`src/rtl/tmr_pkg.sv`:
```
package tmr_pkg;
  localparam int unsigned DATA_W = 8;

  typedef enum logic [1:0] {
    TM_OFF   = 2'b00,
    TM_EVENT = 2'b01,
    TM_TIMER = 2'b10,
    TM_PULSE = 2'b11
  } tmr_mode_e;

  // bit order is the software view of the control location
  typedef struct packed {
    tmr_mode_e  mode;
    logic       rsvd;
    logic       run;
    logic       fall_sel;
    logic [2:0] psc;
  } tmr_ctl_t;
endpackage

```
`src/rtl/tmr_sync_edge.sv`:
```
module tmr_sync_edge #(
  parameter int unsigned STAGES = 2
) (
  input  logic clk,
  input  logic rst_n,
  input  logic ce,
  input  logic pin,
  output logic rise,
  output logic fall
);
  logic [STAGES:0] sh_q;

  always_ff @(posedge clk or negedge rst_n) begin
    if (!rst_n)  sh_q <= '0;
    else if (ce) sh_q <= {sh_q[STAGES-1:0], pin};
  end

  // sh_q[STAGES-1] is the synchronized level, sh_q[STAGES] its previous value
  assign rise = ce &  sh_q[STAGES-1] & ~sh_q[STAGES];
  assign fall = ce & ~sh_q[STAGES-1] &  sh_q[STAGES];
endmodule

```
`src/rtl/tmr_prescaler.sv`:
```
module tmr_prescaler #(
  parameter int unsigned SEL_W = 3
) (
  input  logic             clk,
  input  logic             rst_n,
  input  logic             ce,
  input  logic [SEL_W-1:0] sel,
  output logic             tick
);
  localparam int unsigned DIV_W = (1 << SEL_W) - 1;

  logic [DIV_W-1:0] div_q;
  logic [DIV_W-1:0] mask;

  always_ff @(posedge clk or negedge rst_n) begin
    if (!rst_n)  div_q <= '0;
    else if (ce) div_q <= div_q + 1'b1;
  end

  always_comb begin
    for (int i = 0; i < DIV_W; i++) mask[i] = (i < int'(sel));
  end

  assign tick = ce & (&(div_q | ~mask));
endmodule

```
`src/rtl/tmr_count_core.sv`:
```
module tmr_count_core #(
  parameter int unsigned W = 8
) (
  input  logic         clk,
  input  logic         rst_n,
  input  logic         ld_cnt,
  input  logic         ld_pre,
  input  logic [W-1:0] wdata,
  input  logic         inc,
  output logic [W-1:0] cnt,
  output logic [W-1:0] pre,
  output logic         wrap
);
  assign wrap = inc & (&cnt);

  always_ff @(posedge clk or negedge rst_n) begin
    if (!rst_n) begin
      cnt <= '0;
      pre <= '0;
    end else begin
      if (ld_pre) pre <= wdata;
      if (ld_cnt)   cnt <= wdata;
      else if (inc) cnt <= wrap ? pre : cnt + 1'b1;
    end
  end
endmodule

```
`src/rtl/tmr_event_counter.sv`:
```
module tmr_event_counter
  import tmr_pkg::*;
#(
  parameter int unsigned CNT_W       = 8,
  parameter int unsigned SYNC_STAGES = 2
) (
  input  logic              clk,
  input  logic              rst_n,
  input  logic              clk_en,
  input  logic              reg_wr,
  input  logic              reg_rd,
  input  logic              reg_sel,
  input  logic [DATA_W-1:0] reg_wdata,
  output logic [DATA_W-1:0] reg_rdata,
  input  logic              ext_pin,
  input  logic              irq_clr,
  output logic              ovf_pulse,
  output logic              irq_flag,
  output logic              tone_out,
  output logic              wake_req
);
  localparam int unsigned SEL_W = 3;

  tmr_ctl_t         ctl_q;
  logic             meas_q;
  logic [CNT_W-1:0] cnt_q, pre_q;
  logic             rise, fall, tick, wrap, inc;
  logic             act_edge, end_edge, src;
  logic             cnt_wr, ctl_wr, rd_blk, pw_done;

  assign cnt_wr = reg_wr & ~reg_sel;
  assign ctl_wr = reg_wr &  reg_sel;
  assign rd_blk = reg_rd & ~reg_sel;

  tmr_sync_edge #(.STAGES(SYNC_STAGES)) u_sync (
    .clk(clk), .rst_n(rst_n), .ce(clk_en), .pin(ext_pin),
    .rise(rise), .fall(fall)
  );

  tmr_prescaler #(.SEL_W(SEL_W)) u_psc (
    .clk(clk), .rst_n(rst_n), .ce(clk_en), .sel(ctl_q.psc), .tick(tick)
  );

  assign act_edge = ctl_q.fall_sel ? fall : rise;
  assign end_edge = ctl_q.fall_sel ? rise : fall;
  assign pw_done  = (ctl_q.mode == TM_PULSE) & ctl_q.run & meas_q & end_edge;

  always_comb begin
    unique case (ctl_q.mode)
      TM_EVENT: src = act_edge;
      TM_TIMER: src = tick;
      TM_PULSE: src = meas_q & tick & ~end_edge;
      default:  src = 1'b0;
    endcase
  end

  assign inc = ctl_q.run & src & ~rd_blk & ~cnt_wr;

  tmr_count_core #(.W(CNT_W)) u_core (
    .clk(clk), .rst_n(rst_n),
    .ld_cnt(cnt_wr & ~ctl_q.run), .ld_pre(cnt_wr),
    .wdata(reg_wdata[CNT_W-1:0]), .inc(inc),
    .cnt(cnt_q), .pre(pre_q), .wrap(wrap)
  );

  always_ff @(posedge clk or negedge rst_n) begin
    if (!rst_n) begin
      ctl_q  <= '0;
      meas_q <= 1'b0;
    end else if (ctl_wr) begin
      ctl_q  <= tmr_ctl_t'({reg_wdata[7:6], 1'b0, reg_wdata[4:0]});
      meas_q <= 1'b0;
    end else if (pw_done) begin
      ctl_q.run <= 1'b0;
      meas_q    <= 1'b0;
    end else if ((ctl_q.mode == TM_PULSE) && ctl_q.run && !meas_q && act_edge) begin
      meas_q <= 1'b1;
    end
  end

  always_ff @(posedge clk or negedge rst_n) begin
    if (!rst_n) begin
      ovf_pulse <= 1'b0;
      irq_flag  <= 1'b0;
      tone_out  <= 1'b0;
    end else begin
      ovf_pulse <= wrap;
      irq_flag  <= wrap | (irq_flag & ~irq_clr);
      if (wrap) tone_out <= ~tone_out;
    end
  end

  assign wake_req  = irq_flag;
  assign reg_rdata = reg_sel ? DATA_W'(ctl_q) : DATA_W'(cnt_q);
endmodule

```
`config.mk`:
```
export PLATFORM = sky130hd
export DESIGN_NAME = tmr_event_counter
export DESIGN_NICKNAME = d
export VERILOG_FILES = /design/src/rtl/tmr_pkg.sv /design/src/rtl/tmr_sync_edge.sv /design/src/rtl/tmr_prescaler.sv /design/src/rtl/tmr_count_core.sv /design/src/rtl/tmr_event_counter.sv
export SDC_FILE = /design/constraint.sdc
export NUM_CORES = 1
export LEC_CHECK = 0
export BUFFER_PORTS_ARGS = -buffer_cell sky130_fd_sc_hd__buf_2
export CAP_MARGIN = 15
export CORE_ASPECT_RATIO = 1.4
export CORE_MARGIN = 2
export CORE_UTILIZATION = 35
export CTS_CLUSTER_SIZE = 40
export DETAILED_ROUTE_END_ITERATION = 8
export GPL_TIMING_DRIVEN = 0
export SLEW_MARGIN = 20
export SYNTH_ARGS = -nofsm -noshare
export SYNTH_HDL_FRONTEND = slang
export SYNTH_SLANG_ARGS = --single-unit
```
`constraint.sdc`:
```
create_clock -name clk -period 3.8 [get_ports clk]
set_clock_uncertainty 0.15 [all_clocks]
set_input_delay 0.76 -clock clk [delete_from_list [all_inputs] [get_ports clk]]
set_output_delay 0.76 -clock clk [all_outputs]
set_load 0.01 [all_outputs]
```
Word level (Yosys, flattened, before mapping):

Index checks and enable logic that the tools add are counted.

* mux-type cells: 12
* reduce and logical (&&, ||, !) cells: 9
* order comparisons: 7
* bitwise operators: 31
* add/sub/neg operators: 2
* shifts and indexed selects: 0
* div/mod/pow operators: 0
* multipliers: 0
* equal/unequal tests: 3

Operators with widths (count)
* 8-bit two-way mux: 4
* 1-bit bitwise AND: 19
* 3-bit < comparator (first input constant): 3
* 1-bit NOT: 9
* 8-bit by 1-bit adder with 8-bit output (second input constant): 1
* 8-bit AND reduction: 1
* 7-bit by 1-bit adder with 7-bit output (second input constant): 1
* 1-bit two-way mux: 7
* 7-bit NOT: 1
* 7-bit OR: 1
* 7-bit AND reduction: 1
* 1-bit by 3-bit < comparator with 1-bit output (first input constant): 2
* 2-bit by 3-bit < comparator with 1-bit output (first input constant): 2
* 2-bit equality test (second input constant): 2
* 2-bit nonzero test: 2
* 1-bit logical AND: 3
* 1-bit case mux with 3 select lines: 1
* 3-bit nonzero test: 1
* 2-bit by 1-bit equality test with 1-bit output (second input constant): 1
* 1-bit logical NOT: 1
* 1-bit OR: 1

* bits in read-only memories: 0
* bits in latches: 0
* memories kept: 0
* register bits: 37
* output and inout bits: 12
* bits in writable memories: 0

Longest topological paths before layout:

* depth in word-level cells: 15
* gate-level depth with buffers: 8
* mapped depth without buffers: 7

Modules after synthesis:

Synthesis repeated with hierarchy kept, for this count alone.

* cell total of the unflattened synthesis: 169
* area, all modules: 1928.1 um^2

Modules (own cells, without submodules)
* tmr_count_core: area each 873.3 um^2, sequential area each 400.4 um^2, cells each 79, instances 1
* tmr_event_counter: area each 579.3 um^2, sequential area each 275.3 um^2, cells each 49, instances 1
* tmr_prescaler: area each 346.6 um^2, sequential area each 175.2 um^2, cells each 33, instances 1
* tmr_sync_edge: area each 128.9 um^2, sequential area each 75.1 um^2, cells each 8, instances 1

Worst setup path before layout:

Ideal clock, no wire load.

* path kind: input-to-output
* from: in reg_sel
* to: out reg_rdata[0]
* path buffers: 1
* data required time: 2890 ps
* path slack: 1456 ps
* stages: 2
* arrival: 1434 ps
* cells stage by stage: clkbuf_1 -> mux2_2

* longest elaborated chain between the ends: 1

RTL lines
* start: declaration: line tmr_event_counter.sv:12 `input logic reg_sel,`
* 8-bit two-way mux: line tmr_event_counter.sv:94 `assign reg_rdata = reg_sel ? DATA_W'(ctl_q) : DATA_W'(cnt_q);`
* end: declaration: line tmr_event_counter.sv:14 `output logic [DATA_W-1:0] reg_rdata,`

No other way between the ends.

Worst setup path after layout:

* from: in reg_sel
* to: out reg_rdata[1]

The elaborated chain is that of the path after synthesis.

==> impl_metrics.prom <==
# TYPE chip_impl_metric gauge
chip_impl_metric{name="netlist_area",unit="sq um"} 1910
chip_impl_metric{name="die_area",unit="sq um"} 6090
chip_impl_metric{name="synth_top_cell_area_share",unit="%"} 48.4
chip_impl_metric{name="synth.net_count",unit=""} 192
chip_impl_metric{name="crit_fanout",unit=""} 10
chip_impl_info{name="rr_endpoint",value="u_core.cnt[0]"} 1
chip_impl_metric{name="synth_seq_area_share",unit="%"} 48.4
chip_impl_info{name="cp_endpoint_kind",value="primary output"} 1
chip_impl_metric{name="drc_errors",unit=""} 0
chip_impl_metric{name="clk_pin_slew",unit="ns"} 0.08
chip_impl_metric{name="setup_fix_bufs_post_cts",unit=""} 0
chip_impl_metric{name="holdPathStages",unit=""} 1
chip_impl_metric{name="grt_max_degree",unit=""} 38
chip_impl_metric{name="post_drt_wl_per_cell",unit="um"} 14.6
chip_impl_metric{name="power_density",unit="nW/um^2"} 510
chip_impl_metric{name="layout.area.seq",unit="sq um"} 926
chip_impl_info{name="mostFrequentLayoutCell",value="sky130_fd_sc_hd__dfrtp_1"} 1
chip_impl_info{name="crit_type",value="input port to primary output"} 1
chip_impl_metric{name="antenna_violating_nets_post_route",unit=""} 0
chip_impl_metric{name="setup_total_negative_slack",unit="ns"} 0
chip_impl_info{name="worst_hold_path.endpoint",value="tone_out"} 1
chip_impl_metric{name="setup_viol",unit=""} 0
chip_impl_info{name="min-delay-path-class",value="flop to flop"} 1
chip_impl_metric{name="cellLeakagePower",unit="nW"} 0.969
chip_impl_metric{name="instances_no_fill",unit=""} 274
chip_impl_metric{name="initial_antenna_violation_count",unit=""} 0
chip_impl_metric{name="drive_gt1_share",unit="%"} 33.2
chip_impl_metric{name="clockBufferDepth",unit=""} 2
chip_impl_info{name="crit-reg2reg-launch",value="u_core.cnt[0]"} 1
chip_impl_info{name="run_status",value="completed"} 1
chip_impl_metric{name="core",unit="sq um"} 5240
chip_impl_metric{name="initial_core_util",unit="%"} 36.6
chip_impl_metric{name="cts.repair.resized",unit=""} 0
chip_impl_metric{name="syn2layout_area_growth",unit="%"} 15.6
chip_impl_metric{name="globalplace.congestion",unit=""} 0.785
chip_impl_metric{name="dr.pass1.iters",unit=""} 4
chip_impl_metric{name="initial_drc_count",unit=""} 98
chip_impl_metric{name="avg_cell_area_syn",unit="sq um"} 11.0
chip_impl_metric{name="rows",unit=""} 31
chip_impl_metric{name="number_of_instances_in_the_placed_design",unit=""} 266
chip_impl_metric{name="final-max-slew-violation-count",unit=""} 0
chip_impl_metric{name="filler_cell_count",unit=""} 529
chip_impl_info{name="setup_repair_after_global_routing_missed_its_margin",value="false"} 1
chip_impl_metric{name="final_hold_fails",unit=""} 0
chip_impl_info{name="clock_tree.root_cell",value="sky130_fd_sc_hd__clkbuf_8"} 1
chip_impl_info{name="yosys.area.top_type",value="sky130_fd_sc_hd__dfrtp_1"} 1
chip_impl_metric{name="dr_total_vias",unit=""} 1404
chip_impl_metric{name="cp_data_arrival_time",unit="ns"} 1.91
chip_impl_metric{name="via_per_inst",unit=""} 5.12
chip_impl_info{name="cts_tree",value="yes"} 1
chip_impl_metric{name="hold_fix_buffer_count_after_cts",unit=""} 0
chip_impl_metric{name="synth-seq-cells",unit=""} 37
chip_impl_metric{name="multi_input_comb_area",unit="sq um"} 932
chip_impl_metric{name="numClockSinks",unit=""} 37
chip_impl_metric{name="clock.fmax",unit="MHz"} 355
chip_impl_metric{name="yosys_warnings",unit=""} 0
chip_impl_metric{name="post-dp-hpwl",unit="um"} 2900
chip_impl_metric{name="gr_util_all_layers",unit="%"} 15.1
chip_impl_metric{name="final.setup.worst_slack",unit="ns"} 0.979
chip_impl_metric{name="post-route-min-period",unit="ns"} 2.82
chip_impl_info{name="mostFrequentLayoutCells",value="37 x sky130_fd_sc_hd__dfrtp_1, 29 x sky130_fd_sc_hd__buf_2, 25 x sky130_fd_sc_hd__mux2_2, 16 x sky130_fd_sc_hd__nand2_1, 12 x sky130_fd_sc_hd__nor2_1"} 1
chip_impl_metric{name="mapped_cells",unit=""} 174
chip_impl_metric{name="count_of_cell_types_in_the_netlist",unit=""} 40
chip_impl_info{name="timing.critical_path.from_type",value="input port"} 1
chip_impl_metric{name="die_span_in_x",unit="um"} 66.5
chip_impl_metric{name="period_share",unit="%"} 74.2
chip_impl_metric{name="final_net_count",unit=""} 225
chip_impl_metric{name="worst_endpoint_required_time",unit="ns"} 2.89
chip_impl_metric{name="drv.max_cap_violation_count",unit=""} 0
chip_impl_metric{name="first_global_vias",unit=""} 1442
chip_impl_metric{name="worst_slew_margin_rel",unit="%"} 45.1
chip_impl_metric{name="htree_num_levels",unit=""} 2
chip_impl_info{name="post_synth_main_area_contributors",value="sky130_fd_sc_hd__dfrtp_1 48%, sky130_fd_sc_hd__mux2_2 15%, sky130_fd_sc_hd__nand2_1 3.1%, sky130_fd_sc_hd__xor2_1 2.7%, sky130_fd_sc_hd__a221o_1 2.6%"} 1
chip_impl_metric{name="grt_pass1_wl",unit="um"} 7040
chip_impl_metric{name="worstSkewPairLatency",unit="ns"} 0.29
chip_impl_metric{name="numCtsBuffers",unit=""} 5
chip_impl_metric{name="numPortBuffers",unit=""} 26
chip_impl_metric{name="grt_overflow_total",unit=""} 0
chip_impl_metric{name="max_slew.worst_pin.slew",unit="ns"} 0.824
chip_impl_metric{name="floorplan.io_pins",unit=""} 28
chip_impl_info{name="hold_path_startpoint",value="tone_out"} 1
chip_impl_metric{name="diodes",unit=""} 0
chip_impl_metric{name="die-height",unit="um"} 91.5
chip_impl_metric{name="routed_wirelength",unit="um"} 4000
chip_impl_metric{name="worst-r2r-cell-count",unit=""} 8
chip_impl_metric{name="timing.reg2reg.setup_slack",unit="ns"} 1.63
chip_impl_metric{name="worst_case_vdd_ir_drop",unit="uV"} 342
chip_impl_metric{name="preCtsSetupSlack",unit="ns"} 0.980
## synthesized netlist by cell type
| cell type | count |
|---|---|
| sky130_fd_sc_hd__buf_1 | 1 |
| sky130_fd_sc_hd__a211oi_1 | 2 |
| sky130_fd_sc_hd__nor2b_1 | 5 |
| sky130_fd_sc_hd__and2_4 | 1 |
| sky130_fd_sc_hd__nand4_1 | 3 |
| sky130_fd_sc_hd__o31ai_2 | 1 |
| sky130_fd_sc_hd__a21oi_2 | 1 |
| sky130_fd_sc_hd__buf_2 | 3 |
| sky130_fd_sc_hd__nand3_1 | 6 |
| sky130_fd_sc_hd__o211ai_1 | 4 |
| sky130_fd_sc_hd__o32a_4 | 1 |
| sky130_fd_sc_hd__mux2_2 | 25 |
| sky130_fd_sc_hd__and3_1 | 3 |
| sky130_fd_sc_hd__or2_1 | 1 |
| sky130_fd_sc_hd__nand2_1 | 16 |
| sky130_fd_sc_hd__inv_1 | 4 |
| sky130_fd_sc_hd__xnor2_1 | 4 |
| sky130_fd_sc_hd__buf_6 | 1 |
| sky130_fd_sc_hd__nor2_1 | 12 |
| sky130_fd_sc_hd__nor2_2 | 1 |
| sky130_fd_sc_hd__o22ai_1 | 1 |
| sky130_fd_sc_hd__nor3_1 | 1 |
| sky130_fd_sc_hd__ha_1 | 2 |
| sky130_fd_sc_hd__buf_4 | 1 |
| sky130_fd_sc_hd__o21ai_0 | 3 |
| sky130_fd_sc_hd__nor3b_1 | 3 |
| sky130_fd_sc_hd__a22o_1 | 1 |
| sky130_fd_sc_hd__o32ai_1 | 1 |
| sky130_fd_sc_hd__o21a_1 | 1 |
| sky130_fd_sc_hd__xor2_1 | 6 |
| sky130_fd_sc_hd__a222oi_1 | 1 |
| sky130_fd_sc_hd__o21bai_1 | 1 |
| sky130_fd_sc_hd__a21oi_1 | 9 |
| sky130_fd_sc_hd__dfrtp_1 | 37 |
| sky130_fd_sc_hd__a32oi_1 | 1 |
| sky130_fd_sc_hd__a21boi_0 | 1 |
| sky130_fd_sc_hd__nand2b_1 | 2 |
| sky130_fd_sc_hd__a221o_1 | 5 |
| sky130_fd_sc_hd__o311ai_0 | 1 |
| sky130_fd_sc_hd__clkbuf_1 | 1 |
## through the flow
step	power, W	area (sq um)	util [%]	hold slack (ns)
3_3_place_gp	0.000861	2130	40.6	0.299
2_1_floorplan	0.000774	1910	-	0.283
5_1_grt	0.00121	2210	42.3	0.332
6_report	0.00113	2210	42.3	0.314
3_5_place_dp	0.000870	2130	40.6	0.307
4_1_cts	0.00115	2210	42.3	0.320
## metal layers
metal | share of wire [%] | GRT usage, %
met5 | 0 | 0
met4 | 0.68 | 4.08
met3 | 3.9 | 3.47
met2 | 51 | 24.3
met1 | 45 | 20.1
## worst max-delay path by stage
stage | end | from
after floorplan | reg_rdata[0] | reg_sel
after CTS | reg_rdata[0] | reg_sel
after detailed placement | reg_rdata[0] | reg_sel
after global placement | reg_rdata[0] | reg_sel
final | reg_rdata[1] | reg_sel
after global routing | reg_rdata[2] | reg_sel
## critical path, stage by stage
cell and delay (ns):
sky130_fd_sc_hd__buf_2 0.12, sky130_fd_sc_hd__clkbuf_1 0.47, sky130_fd_sc_hd__mux2_2 0.41, sky130_fd_sc_hd__buf_2 0.14
## state kept, by name, indices dropped and copies added, names as in the netlist
register     flops
u_psc.div_q      7
meas_q           1
irq_flag         1
u_sync.sh_q      3
u_core.cnt       8
tone_out         1
ctl_q            7
u_core.pre       8
ovf_pulse        1
## cell type report
cell class / instances / share of cell area, %
tap: 66 / 3.73
clock inverter: 3 / 0.791
inverter: 4 / 0.678
buffer: 7 / 1.87
clock buffer: 5 / 3.11
multi-input combinational: 126 / 42.1
timing repair buffer: 26 / 5.88
sequential: 37 / 41.8
## cells by family after synthesis
logic type	share of synthesized area (%)
simple gates	13.9
flops	48.4
compound gates	14.2
mux	14.7
buf+inv	2.94
xor+xnor	4.57
fa+ha+maj	1.31
## report_power, final
part	leakage, nW	switching, W	total, W	internal [W]
logic	0.475	0.000126	0.000274	0.000148
registers	0.450	0.000104	0.000586	0.000482
clock network	0.0439	0.000143	0.000269	0.000127
Power figures use the tool's default switching activity.
